==> config.mk <==
export PLATFORM = sky130hd
export DESIGN_NAME = cvtw_mod_int32
export DESIGN_NICKNAME = d
export VERILOG_FILES = /design/src/rtl/cvtw_pkg.sv /design/src/rtl/cvtw_unpack.sv /design/src/rtl/cvtw_wrap_shift.sv /design/src/rtl/cvtw_pack.sv /design/src/rtl/cvtw_mod_int32.sv
export SDC_FILE = /design/constraint.sdc
export NUM_CORES = 1
export LEC_CHECK = 0
export BUFFER_PORTS_ARGS = -buffer_cell sky130_fd_sc_hd__buf_2
export CORE_MARGIN = 2
export CORE_UTILIZATION = 60
export CTS_CLUSTER_DIAMETER = 150
export CTS_CLUSTER_SIZE = 10
export DETAILED_ROUTE_END_ITERATION = 8
export MAX_ROUTING_LAYER = met4
export PLACE_DENSITY_LB_ADDON = 0.05
export SLEW_MARGIN = 20
export SYNTH_ARGS = -nofsm -noshare
export SYNTH_HDL_FRONTEND = slang
export SYNTH_SLANG_ARGS = --single-unit
==> constraint.sdc <==
create_clock -name clk -period 3.4 [get_ports clk]
set_input_delay 0.34 -clock clk [delete_from_list [all_inputs] [get_ports clk]]
set_output_delay 0.34 -clock clk [all_outputs]
set_load 0.01 [all_outputs]
==> src/rtl/cvtw_pkg.sv <==
package cvtw_pkg;
  localparam int FP_EXP_W  = 11;
  localparam int FP_FRAC_W = 52;
  localparam int TGT_INT_W = 32;
  localparam int DST_W     = 64;

  typedef enum logic [1:0] {
    CLS_ZERO,
    CLS_SUBN,
    CLS_NORM,
    CLS_SPEC
  } fp_cls_e;
endpackage

==> src/rtl/cvtw_unpack.sv <==
module cvtw_unpack
  import cvtw_pkg::*;
#(
  parameter int EXP_W  = FP_EXP_W,
  parameter int FRAC_W = FP_FRAC_W
) (
  input  logic [EXP_W+FRAC_W:0]   op,
  output fp_cls_e                 cls,
  output logic                    sign,
  output logic signed [EXP_W+1:0] exp_unb,
  output logic [FRAC_W:0]         sig
);
  localparam int BIAS = (1 << (EXP_W - 1)) - 1;

  logic [EXP_W-1:0]  exp_f;
  logic [FRAC_W-1:0] frac_f;

  assign sign   = op[EXP_W+FRAC_W];
  assign exp_f  = op[EXP_W+FRAC_W-1:FRAC_W];
  assign frac_f = op[FRAC_W-1:0];

  always_comb begin
    exp_unb = $signed({2'b00, exp_f}) - $signed((EXP_W+2)'(BIAS));
    sig     = {1'b1, frac_f};
    if (&exp_f)              cls = CLS_SPEC;
    else if (exp_f != '0)    cls = CLS_NORM;
    else if (frac_f != '0)   cls = CLS_SUBN;
    else                     cls = CLS_ZERO;
  end
endmodule

==> src/rtl/cvtw_wrap_shift.sv <==
module cvtw_wrap_shift
  import cvtw_pkg::*;
#(
  parameter int EXP_W  = FP_EXP_W,
  parameter int FRAC_W = FP_FRAC_W,
  parameter int INT_W  = TGT_INT_W
) (
  input  fp_cls_e                 cls,
  input  logic signed [EXP_W+1:0] exp_unb,
  input  logic [FRAC_W:0]         sig,
  output logic [INT_W-1:0]        mag_lo,
  output logic                    mag_big,
  output logic                    mag_is_min,
  output logic                    frac_nz
);
  localparam int SHIFT_MAX = FRAC_W + INT_W;
  localparam int EXT_W     = FRAC_W + SHIFT_MAX;
  localparam int SH_W      = $clog2(SHIFT_MAX);

  logic [EXT_W-1:0]     ext;
  logic [SHIFT_MAX-1:0] int_part;
  logic                 too_big;
  logic                 below_one;
  logic [SH_W-1:0]      sh;

  assign sh = exp_unb[SH_W-1:0];

  always_comb begin
    ext       = '0;
    too_big   = 1'b0;
    below_one = 1'b0;
    if (cls == CLS_SUBN) begin
      below_one = 1'b1;
    end else if (cls == CLS_NORM) begin
      if (exp_unb < 0)
        below_one = 1'b1;
      else if (exp_unb >= $signed((EXP_W+2)'(SHIFT_MAX)))
        too_big = 1'b1;
      else
        ext = EXT_W'(sig) << sh;
    end
  end

  assign int_part   = ext[EXT_W-1:FRAC_W];
  assign mag_lo     = int_part[INT_W-1:0];
  assign mag_big    = too_big | (|int_part[SHIFT_MAX-1:INT_W-1]);
  assign mag_is_min = !too_big && (int_part == (SHIFT_MAX'(1) << (INT_W - 1)));
  assign frac_nz    = below_one | (|ext[FRAC_W-1:0]);
endmodule

==> src/rtl/cvtw_pack.sv <==
module cvtw_pack
  import cvtw_pkg::*;
#(
  parameter int INT_W = TGT_INT_W,
  parameter int OUT_W = DST_W
) (
  input  fp_cls_e          cls,
  input  logic             sign,
  input  logic [INT_W-1:0] mag_lo,
  input  logic             mag_big,
  input  logic             mag_is_min,
  input  logic             frac_nz,
  output logic [OUT_W-1:0] res,
  output logic             invalid,
  output logic             inexact
);
  logic [INT_W-1:0] word;
  logic             ovf;

  always_comb begin
    word    = sign ? (~mag_lo + INT_W'(1)) : mag_lo;
    ovf     = mag_big && !(sign && mag_is_min);
    res     = {{(OUT_W-INT_W){word[INT_W-1]}}, word};
    invalid = ovf;
    inexact = !ovf && frac_nz;
    if (cls == CLS_SPEC) begin
      res     = '0;
      invalid = 1'b1;
      inexact = 1'b0;
    end
  end
endmodule

==> src/rtl/cvtw_mod_int32.sv <==
module cvtw_mod_int32
  import cvtw_pkg::*;
#(
  parameter int EXP_W  = FP_EXP_W,
  parameter int FRAC_W = FP_FRAC_W,
  parameter int INT_W  = TGT_INT_W,
  parameter int OUT_W  = DST_W
) (
  input  logic                    clk,
  input  logic                    rst_n,
  input  logic                    in_valid,
  input  logic [EXP_W+FRAC_W:0]   in_op,
  output logic                    out_valid,
  output logic [OUT_W-1:0]        out_res,
  output logic                    out_invalid,
  output logic                    out_inexact
);
  localparam int BIAS      = (1 << (EXP_W - 1)) - 1;
  localparam int HUGE_EXP  = BIAS + FRAC_W + INT_W;

  logic [1:0] rst_sync;
  logic       rst_ok_n;

  always_ff @(posedge clk or negedge rst_n) begin
    if (!rst_n) rst_sync <= 2'b00;
    else        rst_sync <= {rst_sync[0], 1'b1};
  end
  assign rst_ok_n = rst_sync[1];

  fp_cls_e                 cls;
  logic                    sign;
  logic signed [EXP_W+1:0] exp_unb;
  logic [FRAC_W:0]         sig;
  logic [INT_W-1:0]        mag_lo;
  logic                    mag_big, mag_is_min, frac_nz;
  logic [OUT_W-1:0]        res_c;
  logic                    inv_c, inx_c;

  cvtw_unpack #(.EXP_W(EXP_W), .FRAC_W(FRAC_W)) u_unpack (
    .op(in_op), .cls(cls), .sign(sign), .exp_unb(exp_unb), .sig(sig));

  cvtw_wrap_shift #(.EXP_W(EXP_W), .FRAC_W(FRAC_W), .INT_W(INT_W)) u_shift (
    .cls(cls), .exp_unb(exp_unb), .sig(sig), .mag_lo(mag_lo),
    .mag_big(mag_big), .mag_is_min(mag_is_min), .frac_nz(frac_nz));

  cvtw_pack #(.INT_W(INT_W), .OUT_W(OUT_W)) u_pack (
    .cls(cls), .sign(sign), .mag_lo(mag_lo), .mag_big(mag_big),
    .mag_is_min(mag_is_min), .frac_nz(frac_nz),
    .res(res_c), .invalid(inv_c), .inexact(inx_c));

  logic             vld_d;
  logic [OUT_W-1:0] res_d;
  logic             inv_d, inx_d;

  always_comb begin
    vld_d = in_valid;
    res_d = out_res;
    inv_d = out_invalid;
    inx_d = out_inexact;
    if (in_valid) begin
      res_d = res_c;
      inv_d = inv_c;
      inx_d = inx_c;
    end
  end

  always_ff @(posedge clk or negedge rst_ok_n) begin
    if (!rst_ok_n) begin
      out_valid   <= 1'b0;
      out_res     <= '0;
      out_invalid <= 1'b0;
      out_inexact <= 1'b0;
    end else begin
      out_valid   <= vld_d;
      out_res     <= res_d;
      out_invalid <= inv_d;
      out_inexact <= inx_d;
    end
  end

  a_r10_valid_follows: assert property (@(posedge clk) disable iff (!rst_ok_n)
    in_valid |=> out_valid);
  a_r10_valid_drops: assert property (@(posedge clk) disable iff (!rst_ok_n)
    !in_valid |=> !out_valid);
  a_r10_hold_idle: assert property (@(posedge clk) disable iff (!rst_ok_n)
    !in_valid |=> $stable(out_res) && $stable(out_invalid) && $stable(out_inexact));
  a_r5_nonfinite_zero: assert property (@(posedge clk) disable iff (!rst_ok_n)
    (in_valid && (&in_op[EXP_W+FRAC_W-1:FRAC_W])) |=>
      (out_res == '0) && out_invalid && !out_inexact);
  a_r6_zero_in: assert property (@(posedge clk) disable iff (!rst_ok_n)
    (in_valid && (in_op[EXP_W+FRAC_W-1:0] == '0)) |=>
      (out_res == '0) && !out_invalid && !out_inexact);
  a_r9_huge_zero: assert property (@(posedge clk) disable iff (!rst_ok_n)
    (in_valid && !(&in_op[EXP_W+FRAC_W-1:FRAC_W]) &&
     (in_op[EXP_W+FRAC_W-1:FRAC_W] >= EXP_W'(HUGE_EXP))) |=>
      (out_res == '0) && out_invalid);
  a_r8_flags_exclusive: assert property (@(posedge clk) disable iff (!rst_ok_n)
    out_valid |-> !(out_invalid && out_inexact));
endmodule

==> results of run 1 <==
metrics by stage:
step,instance area (um2),TNS [ps],hold WS (ps)
after floorplan,9480,-26000,44.4
after global placement,12900,-22050,125
after detailed placement,12900,-25500,126
after CTS,14200,-9430,295
routing by layer:
metal,GRT overflow,global-route usage
met1,2,0.715
met2,65,0.935
met3,2,0.535
met4,54,0.781
met5,-,-
cells in the mapped netlist (all sizes together) (11+ instances only):
cell	instances
nand4	27
o21ai	67
xor2	14
nand2	73
o211ai	17
nand3	47
o31ai	16
mux4	59
xnor2	18
clkbuf	32
o22ai	37
mux2i	78
dfrtp	37
inv	42
nor2b	14
a21oi	43
nor2	68
or3	16
and3	11
nor4	23
buf	96
a31oi	14
mux2	63
nor3	39
cells by family after synthesis:
group / after synthesis
compound gates: 316
xor+xnor: 32
fa+ha+maj: 4
buf+inv: 170
flops: 37
mux: 200
other cells: 1
simple gates: 368
repair_timing:
action | 4_1_cts
gates resized for setup | 115
hold buffers | 1
gates cloned | 7
endpoints found under the setup margin | 32
hold endpoints to repair | 2
pin swaps | 38
buffers inserted | 39
==> summary.txt, run 1 <==
Synthesis
  – Number of synthesized flops with an enable pin: 0
  – Adder-cell share of the synthesized area: 0.00542
  – Post-Syn Instances: 1128
  – Syn_area_per_cell: 8.18 um2
  – Synth async-reset ratio: 1.00
  – Cell area after synthesis: 0.00923 mm2
  – Synthesized flop and latch total: 37
  – Yosys top cell by area: mux4_2
  – XOR/XNOR Fraction of Synth Area: 0.0320
  – Post-Synth Simple-Gate Area: 0.210
  – Syn_nets: 1199
  – Mux cell area share after synthesis: 0.307
  – Warnings, synthesis: 0
  – Main combinational cell family by area after synthesis: multiplexers
  – Synth top area share: 0.144
  – Most used DFF post-synth: dfrtp_1
  – Dominant cells by area after synthesis: mux4_2 14%, dfrtp_1 10%, mux2i_1 8.5%
  – Sequential fraction of the synthesis area: 0.100
  – Distinct cells, synth: 92
  – Synth Area in Compound Gates: 0.248

Global routing
  – Pin count of the biggest net entering global routing: 43
  – GRT Overall Usage: 0.749
  – Vias in the first global route: 15600
  – Global-route wire length before repair: 92.2 mm
  – Overflow after GRT: 123

Run status
  – Fail Step: global routing
  – Status: aborted with a tool error
  – Stop err: [ERROR GRT-0116] Global routing finished with congestion. Check the congestion regions in the DRC Viewer.

Placement
  – DP Wirelength: 34.6 mm
  – # port buffers: 133
  – Pre-CTS setup slack: -1040 ps
  – GPL Wtd Cong: 1.27
  – DP Cell Count: 1752

Floorplanning
  – Die height: 128 um
  – Chip Width: 128 um
  – Rows: 45
  – Initial Util: 0.611
  – IO Count: 134

CTS
  – H-tree Lvls: 2
  – Number of clock sinks: 37
  – CTS root buf: clkbuf_16
  – Max clock buf depth: 2
  – CTS Buf Count: 5
==> run 2, diff against run 1 <==
--- a/config.mk
+++ b/config.mk
@@ -7,12 +7,9 @@
 export LEC_CHECK = 0
 export BUFFER_PORTS_ARGS = -buffer_cell sky130_fd_sc_hd__buf_2
 export CORE_MARGIN = 2
-export CORE_UTILIZATION = 60
-export CTS_CLUSTER_DIAMETER = 150
-export CTS_CLUSTER_SIZE = 10
+export CORE_UTILIZATION = 40
 export DETAILED_ROUTE_END_ITERATION = 8
-export MAX_ROUTING_LAYER = met4
-export PLACE_DENSITY_LB_ADDON = 0.05
+export PLACE_DENSITY_LB_ADDON = 0.15
 export SLEW_MARGIN = 20
 export SYNTH_ARGS = -nofsm -noshare
 export SYNTH_HDL_FRONTEND = slang
==> run 2 against run 1 <==
Net effect: the flow now finishes, with violations (setup timing); synthesized cell count did not move; area after synthesis is the same.
==> summary.txt, run 2 <==
Global routing
  – Overflow after GRT: 0
  – Global route hottest layer: met2
  – Pin count of the biggest net entering global routing: 43
  – Vias in the first global route: 12400
  – M2 GR Usage: 0.717
  – Met1 Use GR: 0.548
  – Met3 usage: 0.0956
  – GRT Overall Usage: 0.435
  – Global-route wire length before repair: 78.4 mm
  – Initial antenna violation count: 2

CTS
  – CTS root buf: clkbuf_16
  – H-tree Lvls: 2 (unchanged)
  – CTS Buf Count: 5 (unchanged)
  – Reg clk slew, reported paths: 60 ps
  – CTS tree: yes
  – Max clock buf depth: 2 (unchanged)
  – Clk_lat worst skew: 280 ps
  – Number of clock sinks: 37 (unchanged)

Route
  – Vias post-DR: 13000
  – DRC viols: 0
  – Drt via density: 6.50
  – Final wirelength: 54.2 mm
  – Drt wl/cell: 27.2 um
  – Drt pass-1 iters: 6
  – Final antenna-violating net count: 0
  – Drt first-iter violations: 1643

Setup path
  – CP Data Arrival Time: 4220 ps
  – Type of the worst setup path: input port to flip-flop
  – Slowest cell on crit path: or4_4
  – Startpoint Class: input port
  – CP peak stage delay: 560 ps
  – Crit path buffers/inverters: 3
  – CP dominant cell by count: buf_12
  – CP delay by family, top: simple AND/OR/NAND/NOR gates
  – R2R Setup Slk: 1820 ps
  – CP Cell Sequence: buf_12, buf_12, buf_12, mux2_4, mux4_2, o211ai_1, o311ai_4, a211o_1, or2_1, or4_4, nor4_4, a2111oi_1, or4_1
  – Worst-path maximum fanout: 7
  – WP data required: 3550 ps
  – Setup crit end kind: flip-flop

Timing
  – Worst Clk Skew: 5.95 ps
  – Endpoints failing setup: 30
  – RSZ-0062 raised after global routing: yes
  – Final hold violation count: 0
  – FMAX: 246 MHz
  – Final worst path period need: 4070 ps
  – Fin. max-slew vios: 0
  – TNS Setup: -12070 ps
  – Worst slew pin tran: 1070 ps
  – Slew headroom: 0.283
  – Final period util: 1.20
  – Fin worst setup slack: -666 ps

Synthesis
  – Top-count cell post-synth: mux2i_1
  – Most used DFF post-synth: dfrtp_1
  – Synthesized flop and latch total: 37 (unchanged)
  – Synth async-reset ratio: 1.00 (unchanged)
  – Post-Syn Instances: 1128 (unchanged)
  – Syn_nets: 1199 (unchanged)
  – Dominant cells by area after synthesis: mux4_2 14%, dfrtp_1 10%, mux2i_1 8.5%
  – Warnings, synthesis: 0 (unchanged)
  – Number of synthesized flops with an enable pin: 0 (unchanged)
  – Synth cell count leaders: 78 x mux2i_1, 73 x nand2_1, 68 x nor2_1, 61 x o21ai_0, 59 x mux4_2
  – Syn_area_per_cell: 8.18 um2 (unchanged)
  – Sequential fraction of the synthesis area: 0.100 (unchanged)
  – Cell area after synthesis: 0.00923 mm2 (unchanged)
  – Synth top area share: 0.144 (unchanged)
  – Yosys top cell by area: mux4_2
  – Distinct cells, synth: 92 (unchanged)

Final layout
  – Final Non-Filler Cells: 1992
  – Antenna cells: 0
  – Commonest cells after routing, fill and taps aside: 504 x buf_4, 131 x buf_2, 70 x nand2_1, 60 x nor2_1
  – Biggest register: out_res
  – Share of layout cells above drive strength 1: 0.575
  – Regs by FF count: out_res (32), rst_sync (2)
  – Filler cells: 1758
  – Post-layout util: 0.687
  – Final nets: 1777
  – Most common cell after layout, fill and taps aside: buf_4
  – Syn-to-layout area delta: 68.6%
  – Max FFs per register: 32

Floorplanning
  – Initial Util: 0.408 (-0.204)
  – Core area: 0.0226 mm2
  – Chip Width: 156 um (+22%)
  – Rows: 55 (+22%)
  – Die height: 156 um (+22%)
  – IO Count: 134 (unchanged)
  – Die ar.: 0.0243 mm2

Run
  – Max-cap viol count: 0

Run status
  – Status: finished, violations left
  – Violated checks: setup timing

Placement
  – GPL Wtd Cong: 1.07 (-16%)
  – # port buffers: 133 (unchanged)
  – DP Wirelength: 42.5 mm (+23%)
  – DP Cell Count: 1901 (+8.5%)

Power and ir drop
  – LEAKAGE: 0.00699 uW
  – Worst vdd ir: 194 uV
  – Pwr per Cell Area: 291 mW/mm2
  – Total chip power: 4530 uW

Min path
  – Hold Crit Class: flip-flop to asynchronous set/reset pin
==> run 2: path summary, 6_finish.rpt <==
kind	startpoint	end	cells after the start
worst max register to register	out_res[62]	out_res[62]	2
worst max-delay path	in_op[52]	out_res[62]	13
min in group clk	rst_sync[0]	rst_sync[1]	0
max in group asynchronous	rst_sync[1]	out_res[0]	1
worst min-delay path	rst_sync[1]	out_res[22]	1
worst min register to register	rst_sync[1]	out_res[22]	1
==> run 2: cell type report <==
type,instances,area [um2],share of cell area
clock buffers,6,139,0.00893
repair buffers,699,5430,0.349
well taps,285,357,0.0229
flip-flops and latches,37,926,0.0595
inverters,42,173,0.0111
clock inverters,2,13.8,0.000885
multi-input cells,921,8520,0.548
==> run 2: cell families after synthesis <==
group                      after synthesis  synth area share
xor gates and xnor gates                32            0.0320
muxes                                  200             0.307
and+or+nand+nor                        368             0.210
adders and majority gates                4           0.00542
other                                    1          0.000406
AOI/OAI and AO/OA                      316             0.248
DFF                                     37             0.100
buffers and inverters                  170            0.0974
==> run 2: report_power, final <==
part / total [uW] / leakage, uW / switching [uW] / internal, uW
clock: 475 / 0.0000768 / 184 / 291
combinational: 3560 / 0.00642 / 1870 / 1680
sequential: 502 / 0.000495 / 27.3 / 475
==> run 2: worst reg2reg max path: stages, from the launching register on <==
cell,delay [ps]
dfrtp_1,620
nor2b_1,270
or4_1,560
==> run 2: repair_timing <==
item	CTS	global route
gates resized for setup	176	77
endpoints found under the hold margin	2	0
hold buffers	1	0
setup endpoints to repair	31	31
setup buffers	66	23
cloned	4	1
pin swaps	52	36
==> run 2: per-stage QoR <==
| stage | worst slack [ps] | hold WS, ps | instance area (um2) |
|---|---|---|---|
| 4_1_cts | -577 | 300 | 15100 |
| 5_1_grt | -685 | 351 | 15600 |
| 6_report | -666 | 285 | 15600 |
| 3_3_place_gp | -1210 | 124 | 13500 |
| 3_5_place_dp | -1110 | 125 | 13500 |
| 2_1_floorplan | -1120 | 44.4 | 9480 |
==> run 2: layer usage <==
| layer | wire length [um] | up-vias |
|---|---|---|
| met5 | 30 | - |
| met4 | 3110 | 4 |
| li1 | - | 5600 |
| met3 | 5120 | 208 |
| met1 | 21300 | 6311 |
| met2 | 24700 | 832 |
(Power assumes the default switching activity.)
